File: config.mk
export PLATFORM = sky130hd
export DESIGN_NAME = trace_ring_sink
export DESIGN_NICKNAME = d
export VERILOG_FILES = /design/src/rtl/trs_pkg.sv /design/src/rtl/trs_ram.sv /design/src/rtl/trs_pointers.sv /design/src/rtl/trs_capture_ctl.sv /design/src/rtl/trs_regif.sv /design/src/rtl/trace_ring_sink.sv
export SDC_FILE = /design/constraint.sdc
export NUM_CORES = 1
export LEC_CHECK = 0
export BUFFER_PORTS_ARGS = -buffer_cell sky130_fd_sc_hd__buf_4
export CAP_MARGIN = 20
export CELL_PAD_IN_SITES_DETAIL_PLACEMENT = 0
export CELL_PAD_IN_SITES_GLOBAL_PLACEMENT = 1
export CORE_ASPECT_RATIO = 1.5
export CORE_MARGIN = 4
export CORE_UTILIZATION = 45
export DETAILED_ROUTE_END_ITERATION = 7
export PLACE_DENSITY = 0.76
export SYNTH_ARGS = -nofsm -noshare
export SYNTH_HDL_FRONTEND = slang
export SYNTH_SLANG_ARGS = --single-unit
File: constraint.sdc
create_clock -name clk -period 11.02 [get_ports clk]
set_input_delay 0.551 -clock clk [delete_from_list [all_inputs] [get_ports clk]]
set_output_delay 0.551 -clock clk [all_outputs]
set_load 0.01 [all_outputs]
File: src/rtl/trs_pkg.sv
package trs_pkg;
  localparam int OFS_W = 12;

  localparam logic [OFS_W-1:0] OFS_DEPTH = 12'h004;
  localparam logic [OFS_W-1:0] OFS_STAT  = 12'h00C;
  localparam logic [OFS_W-1:0] OFS_RDAT  = 12'h010;
  localparam logic [OFS_W-1:0] OFS_RPTR  = 12'h014;
  localparam logic [OFS_W-1:0] OFS_WPTR  = 12'h018;
  localparam logic [OFS_W-1:0] OFS_TCNT  = 12'h01C;
  localparam logic [OFS_W-1:0] OFS_CTRL  = 12'h020;
  localparam logic [OFS_W-1:0] OFS_WDAT  = 12'h024;
  localparam logic [OFS_W-1:0] OFS_FSTAT = 12'h300;
  localparam logic [OFS_W-1:0] OFS_FCTRL = 12'h304;

  localparam int FC_FMT     = 0;
  localparam int FC_FLUSH   = 6;
  localparam int FC_STOPFL  = 12;
  localparam int FC_STOPTRG = 13;

  typedef struct packed {
    logic fmt_en;
    logic stop_on_flush;
    logic stop_on_trig;
  } fctl_t;
endpackage

File: src/rtl/trs_ram.sv
module trs_ram #(
  parameter int DATA_W = 32,
  parameter int AW     = 4
) (
  input  logic              clk,
  input  logic              we,
  input  logic [AW-1:0]     waddr,
  input  logic [DATA_W-1:0] wdata,
  input  logic              re,
  input  logic [AW-1:0]     raddr,
  output logic [DATA_W-1:0] q
);
  localparam int DEPTH = 1 << AW;

  logic [DATA_W-1:0] mem [DEPTH];

  always_ff @(posedge clk) begin
    if (we) mem[waddr] <= wdata;
  end

  always_ff @(posedge clk) begin
    if (re) q <= mem[raddr];
  end
endmodule

File: src/rtl/trs_pointers.sv
module trs_pointers #(
  parameter int AW = 4
) (
  input  logic          clk,
  input  logic          rst,
  input  logic          store,
  input  logic          wptr_load,
  input  logic          rptr_load,
  input  logic [AW-1:0] load_val,
  input  logic          rd_adv,
  input  logic          full_clr,
  output logic [AW-1:0] wptr,
  output logic [AW-1:0] rptr,
  output logic [AW-1:0] wptr_nxt,
  output logic          full
);
  always_comb begin
    if (wptr_load)  wptr_nxt = load_val;
    else if (store) wptr_nxt = wptr + 1'b1;
    else            wptr_nxt = wptr;
  end

  always_ff @(posedge clk) begin
    if (rst) begin
      wptr <= '0;
      rptr <= '0;
      full <= 1'b0;
    end else begin
      wptr <= wptr_nxt;
      if (rptr_load)   rptr <= load_val;
      else if (rd_adv) rptr <= rptr + 1'b1;
      if (wptr_load || full_clr)  full <= 1'b0;
      else if (store && (&wptr))  full <= 1'b1;
    end
  end
endmodule

File: src/rtl/trs_capture_ctl.sv
module trs_capture_ctl #(
  parameter int CNT_W = 16
) (
  input  logic             clk,
  input  logic             rst,
  input  logic             ctl_en,
  input  logic             ctl_rise,
  input  trs_pkg::fctl_t   fctl,
  input  logic             flush_start,
  input  logic             trace_valid,
  input  logic             trigger_in,
  input  logic             cnt_load,
  input  logic [CNT_W-1:0] cnt_val,
  input  logic             sw_block,
  input  logic             aligned_nxt,
  output logic             cap_store,
  output logic             pad_store,
  output logic             active,
  output logic             padding,
  output logic             stopped,
  output logic             flush_busy,
  output logic             triggered,
  output logic             halted,
  output logic [CNT_W-1:0] count
);
  logic pad_halt, pad_flush;
  logic trig_due, trig_start, flush_eval, start_any, need_halt, pad_done;

  assign active     = ctl_en && !halted;
  assign trig_due   = fctl.stop_on_trig && triggered && (count == '0);
  assign flush_eval = flush_busy && !padding;
  assign trig_start = active && !padding && trig_due;
  assign start_any  = flush_eval || trig_start;
  assign need_halt  = trig_start || (flush_eval && fctl.stop_on_flush && active);

  assign cap_store = active && !padding && !flush_busy && trace_valid &&
                     !trig_due && !sw_block;
  assign pad_store = active && padding && !sw_block;
  assign pad_done  = pad_store && aligned_nxt;
  assign stopped   = !active && !padding;

  always_ff @(posedge clk) begin
    if (rst) begin
      halted     <= 1'b0;
      padding    <= 1'b0;
      pad_halt   <= 1'b0;
      pad_flush  <= 1'b0;
      flush_busy <= 1'b0;
      triggered  <= 1'b0;
      count      <= '0;
    end else begin
      if (flush_start && !flush_busy) flush_busy <= 1'b1;

      if (active && fctl.stop_on_trig && trigger_in && !triggered && !padding)
        triggered <= 1'b1;

      if (cnt_load)
        count <= cnt_val;
      else if (cap_store && triggered && (count != '0))
        count <= count - 1'b1;

      if (start_any) begin
        if (active && fctl.fmt_en && !aligned_nxt) begin
          padding   <= 1'b1;
          pad_halt  <= need_halt;
          pad_flush <= flush_eval;
        end else begin
          if (need_halt)  halted     <= 1'b1;
          if (flush_eval) flush_busy <= 1'b0;
        end
      end

      if (padding && !active) begin
        padding <= 1'b0;
        if (pad_flush) flush_busy <= 1'b0;
      end else if (pad_done) begin
        padding <= 1'b0;
        if (pad_halt)  halted     <= 1'b1;
        if (pad_flush) flush_busy <= 1'b0;
      end

      if (ctl_rise) begin
        halted    <= 1'b0;
        triggered <= 1'b0;
      end
    end
  end
endmodule

File: src/rtl/trs_regif.sv
module trs_regif #(
  parameter int DATA_W = 32,
  parameter int AW     = 4,
  parameter int CNT_W  = 16
) (
  input  logic                     clk,
  input  logic                     rst,
  input  logic                     reg_wr,
  input  logic                     reg_rd,
  input  logic [trs_pkg::OFS_W-1:0] reg_addr,
  input  logic [DATA_W-1:0]        reg_wdata,
  input  logic                     full,
  input  logic                     triggered,
  input  logic [CNT_W-1:0]         count,
  input  logic                     flush_busy,
  input  logic                     stopped,
  input  logic [AW-1:0]            rptr,
  input  logic [AW-1:0]            wptr,
  input  logic [DATA_W-1:0]        ram_q,
  output logic                     ctl_en,
  output logic                     ctl_rise,
  output trs_pkg::fctl_t           fctl,
  output logic                     flush_start,
  output logic                     wptr_load,
  output logic                     rptr_load,
  output logic [AW-1:0]            load_val,
  output logic                     cnt_load,
  output logic [CNT_W-1:0]         cnt_val,
  output logic                     sw_store,
  output logic [DATA_W-1:0]        sw_data,
  output logic                     rd_adv,
  output logic [DATA_W-1:0]        reg_rdata
);
  import trs_pkg::*;

  localparam int DEPTH = 1 << AW;

  logic              ctl_wr, fctl_wr;
  logic              ram_sel;
  logic [DATA_W-1:0] hold, rd_mux;

  assign ctl_wr      = reg_wr && (reg_addr == OFS_CTRL);
  assign fctl_wr     = reg_wr && (reg_addr == OFS_FCTRL);
  assign ctl_rise    = ctl_wr && reg_wdata[0] && !ctl_en;
  assign flush_start = fctl_wr && reg_wdata[FC_FLUSH];
  assign wptr_load   = reg_wr && (reg_addr == OFS_WPTR);
  assign rptr_load   = reg_wr && (reg_addr == OFS_RPTR);
  assign load_val    = reg_wdata[AW-1:0];
  assign cnt_load    = reg_wr && (reg_addr == OFS_TCNT);
  assign cnt_val     = reg_wdata[CNT_W-1:0];
  assign sw_store    = reg_wr && (reg_addr == OFS_WDAT);
  assign sw_data     = reg_wdata;
  assign rd_adv      = reg_rd && (reg_addr == OFS_RDAT);

  always_comb begin
    rd_mux = '0;
    case (reg_addr)
      OFS_DEPTH: rd_mux = DATA_W'(DEPTH);
      OFS_STAT:  rd_mux = {{(DATA_W-2){1'b0}}, triggered, full};
      OFS_RPTR:  rd_mux = {{(DATA_W-AW){1'b0}}, rptr};
      OFS_WPTR:  rd_mux = {{(DATA_W-AW){1'b0}}, wptr};
      OFS_TCNT:  rd_mux = {{(DATA_W-CNT_W){1'b0}}, count};
      OFS_CTRL:  rd_mux = {{(DATA_W-1){1'b0}}, ctl_en};
      OFS_FSTAT: rd_mux = {{(DATA_W-2){1'b0}}, stopped, flush_busy};
      OFS_FCTRL: begin
        rd_mux[FC_FMT]     = fctl.fmt_en;
        rd_mux[FC_FLUSH]   = flush_busy;
        rd_mux[FC_STOPFL]  = fctl.stop_on_flush;
        rd_mux[FC_STOPTRG] = fctl.stop_on_trig;
      end
      default:   rd_mux = '0;
    endcase
  end

  always_ff @(posedge clk) begin
    if (rst) begin
      ctl_en  <= 1'b0;
      fctl    <= '0;
      ram_sel <= 1'b0;
      hold    <= '0;
    end else begin
      if (ctl_wr) ctl_en <= reg_wdata[0];
      if (fctl_wr) begin
        fctl.fmt_en        <= reg_wdata[FC_FMT];
        fctl.stop_on_flush <= reg_wdata[FC_STOPFL];
        fctl.stop_on_trig  <= reg_wdata[FC_STOPTRG];
      end
      if (reg_rd) begin
        ram_sel <= rd_adv;
        hold    <= rd_mux;
      end
    end
  end

  assign reg_rdata = ram_sel ? ram_q : hold;
endmodule

File: src/rtl/trace_ring_sink.sv
module trace_ring_sink #(
  parameter int DATA_W     = 32,
  parameter int DEPTH_LOG2 = 4,
  parameter int FRAME_LOG2 = 2,
  parameter int CNT_W      = 16
) (
  input  logic              clk,
  input  logic              rst,
  input  logic              trace_valid,
  input  logic [DATA_W-1:0] trace_data,
  input  logic              trigger_in,
  input  logic              reg_wr,
  input  logic              reg_rd,
  input  logic [11:0]       reg_addr,
  input  logic [DATA_W-1:0] reg_wdata,
  output logic [DATA_W-1:0] reg_rdata,
  output logic              capture_active
);
  localparam int AW = DEPTH_LOG2;

  logic              ctl_en, ctl_rise, flush_start;
  trs_pkg::fctl_t    fctl;
  logic              wptr_load, rptr_load, cnt_load, sw_store, rd_adv;
  logic [AW-1:0]     load_val, wptr, rptr, wptr_nxt;
  logic [CNT_W-1:0]  cnt_val, count;
  logic [DATA_W-1:0] sw_data, ram_q, store_data;
  logic              full, cap_store, pad_store, active, padding, stopped;
  logic              flush_busy, triggered, halted, store_any, sw_block, aligned_nxt;

  assign sw_block    = sw_store || wptr_load;
  assign store_any   = sw_store || cap_store || pad_store;
  assign aligned_nxt = (wptr_nxt[FRAME_LOG2-1:0] == '0);

  always_comb begin
    if (sw_store)       store_data = sw_data;
    else if (cap_store) store_data = trace_data;
    else                store_data = '0;
  end

  trs_regif #(.DATA_W(DATA_W), .AW(AW), .CNT_W(CNT_W)) u_regif (
    .clk(clk), .rst(rst), .reg_wr(reg_wr), .reg_rd(reg_rd), .reg_addr(reg_addr),
    .reg_wdata(reg_wdata), .full(full), .triggered(triggered), .count(count),
    .flush_busy(flush_busy), .stopped(stopped), .rptr(rptr), .wptr(wptr),
    .ram_q(ram_q), .ctl_en(ctl_en), .ctl_rise(ctl_rise), .fctl(fctl),
    .flush_start(flush_start), .wptr_load(wptr_load), .rptr_load(rptr_load),
    .load_val(load_val), .cnt_load(cnt_load), .cnt_val(cnt_val),
    .sw_store(sw_store), .sw_data(sw_data), .rd_adv(rd_adv), .reg_rdata(reg_rdata)
  );

  trs_pointers #(.AW(AW)) u_ptr (
    .clk(clk), .rst(rst), .store(store_any), .wptr_load(wptr_load),
    .rptr_load(rptr_load), .load_val(load_val), .rd_adv(rd_adv),
    .full_clr(ctl_rise), .wptr(wptr), .rptr(rptr), .wptr_nxt(wptr_nxt), .full(full)
  );

  trs_capture_ctl #(.CNT_W(CNT_W)) u_ctl (
    .clk(clk), .rst(rst), .ctl_en(ctl_en), .ctl_rise(ctl_rise), .fctl(fctl),
    .flush_start(flush_start), .trace_valid(trace_valid), .trigger_in(trigger_in),
    .cnt_load(cnt_load), .cnt_val(cnt_val), .sw_block(sw_block),
    .aligned_nxt(aligned_nxt), .cap_store(cap_store), .pad_store(pad_store),
    .active(active), .padding(padding), .stopped(stopped), .flush_busy(flush_busy),
    .triggered(triggered), .halted(halted), .count(count)
  );

  trs_ram #(.DATA_W(DATA_W), .AW(AW)) u_ram (
    .clk(clk), .we(store_any), .waddr(wptr), .wdata(store_data),
    .re(rd_adv), .raddr(rptr), .q(ram_q)
  );

  assign capture_active = active;
endmodule

==> results of run 1 <==
## sequential cells by signal, summed over array words and instances (netlist names)
register	cells
u_regif.ctl_en	1
u_ctl.triggered	1
u_regif.ram_sel	1
u_regif.hold	16
u_ctl.padding	1
u_ctl.count	16
u_ctl.pad_halt	1
u_ram.mem	512
u_ram.q	32
u_ctl.pad_flush	1
u_ptr.rptr	4
u_ctl.halted	1
u_ctl.flush_busy	1
u_regif.fctl	3
u_ptr.full	1
u_ptr.wptr	4
## final timing paths
kind,slack (ns),cells past startpoint,startpoint,endpoint
min,0.25,3,trigger_in,u_ctl.triggered$_SDFFE_PP0P_
max,7.57,9,u_ctl.count[0]$_SDFFE_PP0P_,u_ram.mem[1][8]$_DFFE_PP_
max reg2reg,7.57,9,u_ctl.count[0]$_SDFFE_PP0P_,u_ram.mem[1][8]$_DFFE_PP_
min reg2reg,0.47,2,u_regif.hold[11]$_SDFFE_PP0P_,u_regif.hold[11]$_SDFFE_PP0P_
## metrics by stage
stage | worst slack, ns | area (sq um) | util
2_1_floorplan | 6.43 | 23800 | -
3_3_place_gp | 7.24 | 25500 | 0.486
3_5_place_dp | 7.17 | 25700 | 0.489
4_1_cts | 7.51 | 27400 | 0.521
5_1_grt | 7.39 | 27400 | 0.521
6_report | 7.57 | 27400 | 0.521
## power groups by stage
| stage | registers [mW] | logic, mW | clock network, mW |
|---|---|---|---|
| 6_report | 2.43 | 0.0483 | 1.81 |
| 5_1_grt | 2.43 | 0.0514 | 1.94 |
| 4_1_cts | 2.43 | 0.0483 | 1.85 |
| 3_5_place_dp | 2.48 | 0.0482 | 0 |
| 3_3_place_gp | 2.48 | 0.0477 | 0 |
| 2_1_floorplan | 2.48 | 0.0138 | 0 |
## per-layer routing
layer | wire [um] | vias up | share of wire | global-route usage
met4 | 1510 | 0 | 0.027 | 0.0575
met5 | 0 | - | 0 | 0
met3 | 2760 | 87 | 0.050 | 0.0238
li1 | - | 5253 | - | -
met2 | 28900 | 388 | 0.53 | 0.340
met1 | 21800 | 6461 | 0.40 | 0.251
## area by class of cell
class                   instances  share of cell area
repair buffers                142              0.0435
well taps                     682              0.0311
clock buffers                  62              0.0489
inverters                       9             0.00123
flip-flops and latches        596               0.635
multi-input cells             536               0.228
clock inverters                31              0.0125
## logic make-up after synthesis
logic type,Yosys count,share of synthesized area
compound gates,118,0.0388
xor+xnor,16,0.00588
fa+ha+maj,7,0.00368
buf+inv,80,0.0132
flops,596,0.730
mux,178,0.160
simple gates,217,0.0492
## critical path, stage by stage, from the launching register on
cell     delay (ns)
dfxtp_1        0.42
inv_1          0.11
ha_1           0.22
nor4b_1        0.15
nand4_2        0.16
o31a_4         0.19
a21o_1         0.30
nand2_1        0.29
nor3_2         0.64
buf_4          0.56
## synth_stat cells (4+ instances only)
cell        n  area [sq um]
nand2_1    35           131
nor2b_1     4          25.0
nor3_1     12          60.1
mux4_2    160          3600
a22o_1     32           280
a22oi_1     9          67.6
edfxtp_1  544         16300
dfxtp_1    52          1040
mux2_2     17           191
nand2b_1   14          87.6
nor2_1     64           240
o21ai_0     4          20.0
buf_1      15          56.3
clkbuf_1   50           188
xor2_1      7          61.3
and2_1     19           119
a21o_1      4          30.0
buf_2       5          25.0
nor3b_1     8          60.1
ha_1        7          87.6
a211oi_1   20           150
a21oi_1    21           105
nor4_1      9          56.3
xnor2_1     9          78.8
inv_1       9          33.8
nand3_1    22           110
==> flow_metrics.tcl, run 1 <==
set metrics [dict create \
    netlist_area_sq_mm 0.0238 \
    total_power_mw 4.29 \
    cts_buffer_depth 3 \
    clock_sinks 596 \
    grt_pass1_vias 12500 \
    vias 12200 \
    syn_area_per_cell_sq_um 19.7 \
    finalSetupViolations 0 \
    final_common_cell "edfxtp_1" \
    holdWs_ns 0.254 \
    synth_edf_count 544 \
    clkTransAtPathRegs_ns 0.07 \
    die_h_um 290 \
    postSynthNetCount 1301 \
    grt_max_degree 58 \
    drtPass1Iterations 4 \
    rsz0062_at_grt "false" \
    grt_pass1_wl_um 81500 \
    synth-async-reset-ratio 0 \
    sw_frac_of_total 0.188 \
    comb_power_share 0.011 \
    drt_iter0_drc 916 \
    p_int_mw 3.48 \
    hold_buffers 0 \
    vdd_drop_max_uv 119 \
    cp.arrival_ns 3.66 \
    fill_cells 4136 \
    drv_cap 0 \
    regArea_sq_mm 0.0174 \
    ys_warn_count 0 \
    synth_top_flop_cell "edfxtp_1" \
    synth-seq-cells 596 \
    seqPwrFrac 0.566 \
    clock_skew_ns 0.0271 \
    maxSlewViolCount 0 \
    via_per_inst 5.92 \
    stdcell_count 2058 \
    crit_path_end_kind "flip-flop" \
    syn2layout_area_growth_pct 15.0 \
    drtAntennaViolNets 0 \
    clock_latency_ns 0.58 \
    cts_setup_buffers 0 \
    hold_viol_final 0 \
    nets 1425 \
    h-tree-depth 2 \
    globalRouteTotalUtil 0.192 \
    top_level_ports 115 \
    hp-class "in -> reg" \
    dp_cells 1964 \
    multi_input_area_sq_mm 0.00625 \
    cts_root_buf "clkbuf_16" \
    overflow 0 \
    syn_inst 1212 \
    drc 0 \
    fin_crit_sh 0.313 \
    die_area_sq_mm 0.0567 \
    port_buffers 114 \
    leakagePower_nw 8.50 \
    cts_tree "done" \
    ys_types 67 \
    wl_um 55000 \
    num_rows 103 \
    start_util 0.453 \
    max_freq_mhz 290 \
    cts_made_buffers 51 \
    layout_common_cells "edfxtp_1, mux4_2, buf_4" \
    ctsResizeCount 0 \
    fin_crit_ns 3.45 \
    coreArea_sq_mm 0.0526 \
    worstSetupPathType "reg -> reg" \
    die_w_um 196 \
    status "finished clean" \
    slew_headroom 0.249 \
    cp_max_fo 25 \
    wl_per_cell_um 26.7 \
    cp.required_ns 11.22 \
    antenna_cells 0 \
    drive_gt1_frac 0.315 \
    clock_power_share 0.422 \
    startpoint_type "flip-flop" \
    tightest_slew_ns 1.12 \
    power_density_mw_per_mm2 157 \
    p_sw_mw 0.804 \
    setup_tns_ns 0 \
    dp.final_hpwl_um 33100 \
    seq_area_frac_synth 0.730 \
    place_congestion 0.876 \
    antenna_found_initial 0 \
]
Note: power is estimated with default switching activity, not from simulation.
==> run 2, diff against run 1 <==
--- a/config.mk
+++ b/config.mk
@@ -5,6 +5,7 @@
 export SDC_FILE = /design/constraint.sdc
 export NUM_CORES = 1
 export LEC_CHECK = 0
+export ABC_AREA = 1
 export BUFFER_PORTS_ARGS = -buffer_cell sky130_fd_sc_hd__buf_4
 export CAP_MARGIN = 20
 export CELL_PAD_IN_SITES_DETAIL_PLACEMENT = 0
@@ -13,7 +14,7 @@
 export CORE_MARGIN = 4
 export CORE_UTILIZATION = 45
 export DETAILED_ROUTE_END_ITERATION = 7
-export PLACE_DENSITY = 0.76
+export PLACE_DENSITY = 0.79
 export SYNTH_ARGS = -nofsm -noshare
 export SYNTH_HDL_FRONTEND = slang
 export SYNTH_SLANG_ARGS = --single-unit
==> constraint.sdc (replaced) <==
create_clock -name clk -period 3.3 [get_ports clk]
set_input_delay 0.165 -clock clk [delete_from_list [all_inputs] [get_ports clk]]
set_output_delay 0.165 -clock clk [all_outputs]
set_load 0.01 [all_outputs]
==> run 2 against run 1 <==
Against the previous run: non-clock buffer count rose by 40; register-to-register slack worse by 6.8 ns; sequential share of layout area shrank 2.0 points; flip-flop and latch count unchanged.
==> flow_metrics.tcl, run 2 <==
set metrics [dict create \
    netlist_area_sq_mm 0.0245 \
    max_freq_mhz 388 \
    syn_inst 1827 \
    drtPass1Iterations 7 \
    cp.arrival_ns 2.84 \
    leakagePower_nw 9.29 \
    syn2layout_area_growth_pct 15.6 \
    coreArea_sq_mm 0.0537 \
    clock_latency_ns 0.59 \
    status "finished clean" \
    final_common_cell "edfxtp_1" \
    layout_common_cells "edfxtp_1, nor2_1, o21ai_0" \
    fin_crit_sh 0.782 \
    drtAntennaViolNets 0 \
    path_depth 9 \
    seq_area_frac_synth 0.710 \
    cts_tree "done" \
    crit_family "simple AND/OR/NAND/NOR gates" \
    globalRouteTotalUtil 0.217 \
    maxSlewViolCount 0 \
    slew_headroom 0.438 \
    r2r-start "u_regif.ctl_en$_SDFFE_PP0P_" \
    synth_top_flop_cell "edfxtp_1" \
    synth_edf_count 544 \
    syn_area_per_cell_sq_um 13.4 \
    power_density_mw_per_mm2 505 \
    finalSetupViolations 0 \
    via_per_inst 5.88 \
    drv_cap 0 \
    setup_ws_ns 0.721 \
    setup_tns_ns 0 \
    ys_warn_count 0 \
    num_rows 104 \
    overflow 0 \
    yosysTopAreaCellShare 0.667 \
    wl_um 64900 \
    port_buffers 114 \
    antenna_found_initial 1 \
    rsz0062_at_grt "false" \
    largestRegisters "u_ram.mem: 512 flops, u_ram.q: 32 flops" \
    cts_buffer_depth 3 \
    path_cells "inv_1 -> nor2_4 -> nand2_1 -> nor2_2 -> nand4_4 -> nand2_4 -> nand2_1 -> nor2_4 -> buf_12" \
    met3_usage 0.0253 \
    cts_made_buffers 51 \
    hold_start "reg_wdata[1]" \
    synth_compound_area_frac 0.114 \
    gr-usage-met2 0.390 \
    top_level_ports 115 \
    clock_sinks 596 \
    rr_worst_depth 9 \
    drc 0 \
    largest_register_ffs 512 \
    h-tree-depth 2 \
    fin_crit_ns 2.58 \
    reg2reg_slack_ns 0.72 \
    vias 15800 \
    postSynthNetCount 1916 \
    drt_iter0_drc 1575 \
    utilization 0.527 \
    startpoint "u_regif.ctl_en$_SDFFE_PP0P_" \
    hold_viol_final 0 \
    grt_pass1_wl_um 96600 \
    place_congestion 0.919 \
    busiest_layer "met2" \
    synth_commonest_cells "edfxtp_1, nor2_1, o21ai_0, nand2_1, o221ai_1" \
    synth-xor-area-share 0.00501 \
    path_buf_inv 2 \
    ctsResizeCount 0 \
    yosysMostFrequentCell "edfxtp_1" \
    clock_skew_ns 0.0242 \
    worst_path_largest_cell_delay_ns 0.44 \
    tightest_slew_ns 0.842 \
    reg2reg_to "u_ram.mem[3][13]$_DFFE_PP_" \
    hp-class "in -> reg" \
    synth-async-reset-ratio 0 \
    crit_path_end_kind "flip-flop" \
    regMostFlops "u_ram.mem" \
    start_util 0.456 \
    place_ws_ns 0.740 \
    die_area_sq_mm 0.0583 \
    dp.final_hpwl_um 39100 \
    synthSimpleGateAreaFrac 0.0875 \
    wl_per_cell_um 24.2 \
    holdWs_ns 0.0243 \
    synthMuxAreaShare 0.0497 \
    slowest_stage "nor2_4" \
    die_h_um 294 \
    cp-endpoint "u_ram.mem[3][13]$_DFFE_PP_" \
    met1_usage 0.273 \
    cp_max_fo 22 \
    drive_gt1_frac 0.159 \
    synth-seq-cells 596 \
    synthAdderAreaFrac 0.00358 \
    grt_pass1_vias 15600 \
    vdd_drop_max_uv 365 \
    cts_root_buf "clkbuf_16" \
    die_w_um 198 \
    synth_top_family_by_area "compound AO/OA/AOI/OAI gates" \
    worstSetupPathType "reg -> reg" \
    total_power_mw 14.3 \
    clkTransAtPathRegs_ns 0.07 \
    ys_types 49 \
    cp.required_ns 3.56 \
    grt_max_degree 142 \
    startpoint_type "flip-flop" \
    nets 2038 \
    synth_top_area_cell "edfxtp_1" \
    yosys-top-cells-area "edfxtp_1, mux2i_1, dfxtp_1, o221ai_1, nor2_1" \
]
==> run 2: changes by cell type after synthesis, moves of 37 or more <==
cell	previous run	this run
o221ai_1	0	114
clkbuf_1	50	87
nand2_1	35	132
mux4_2	160	0
nor2_1	64	226
mux2i_1	1	107
nand3_1	22	70
o21ai_0	4	155
inv_1	9	74
==> run 2: final cells by class <==
| type | instances | area [sq um] |
|---|---|---|
| Antenna cell | 1 | 2.50 |
| Fill cell | 4398 | 25400 |
| Clock inverter | 31 | 314 |
| Multi-Input combinational cell | 1036 | 6470 |
| Tap cell | 689 | 862 |
| Sequential cell | 596 | 17400 |
| Timing Repair Buffer | 182 | 1590 |
| Inverter | 82 | 312 |
| Clock buffer | 63 | 1370 |
==> run 2: worst min-delay path: cells and delay by family <==
| kind | cells | cell delay, ns |
|---|---|---|
| buffers and inverters | 1 | 0.10 |
| AO/OA/AOI/OAI | 2 | 0.27 |
==> run 2: worst min-delay path by stage <==
stage                                               end  slack (ns)  cells past startpoint
final                       u_ctl.count[1]$_SDFFE_PP0P_        0.02                      3
after global routing        u_ctl.pad_halt$_SDFFE_PP0P_        0.02                      2
after CTS                    u_ptr.rptr[2]$_SDFFE_PP0P_       0.003                      2
after detailed placement    u_ctl.flush_busy$_SDFF_PP0_        0.44                      1
after global placement      u_ctl.flush_busy$_SDFF_PP0_        0.44                      1
after floorplan           u_regif.hold[15]$_SDFFE_PP0P_        0.33                      2
==> run 2: cells by family after synthesis <==
group,count (synthesis)
AO/OA/AOI/OAI,408
multiplexers,120
AND/OR/NAND/NOR,487
buffers and inverters,195
XOR/XNOR,14
flip-flops,596
adder cells (fa/ha/maj),7
==> run 2: timing repair <==
item,CTS,global route
setup buffers,0,0
endpoints found under the hold margin,27,0
hold buffers,18,0
==> run 2: routing by layer <==
layer  part of all wire  routed length (um)  vias to the layer above
met5                  0                   0                        -
met4              0.031                2030                        0
met3              0.064                4180                      116
met2               0.52               34000                      649
met1               0.38               24700                     7843
li1                   -                   -                     7163
==> run 2: per-stage QoR <==
stage,area (sq um),instances
after floorplan,24500,1827
after global placement,26400,2567
after detailed placement,26400,2567
after CTS,28300,2679
after global routing,28300,2680
final,28300,2680
==> run 2: report_power, final <==
part	leakage, nW	internal, mW	total, mW	switching, mW
registers	5.49	8.11	8.11	0.00100
logic	2.99	0.0909	0.179	0.0883
clock network	0.813	3.36	6.02	2.66
total	9.29	11.6	14.3	2.74
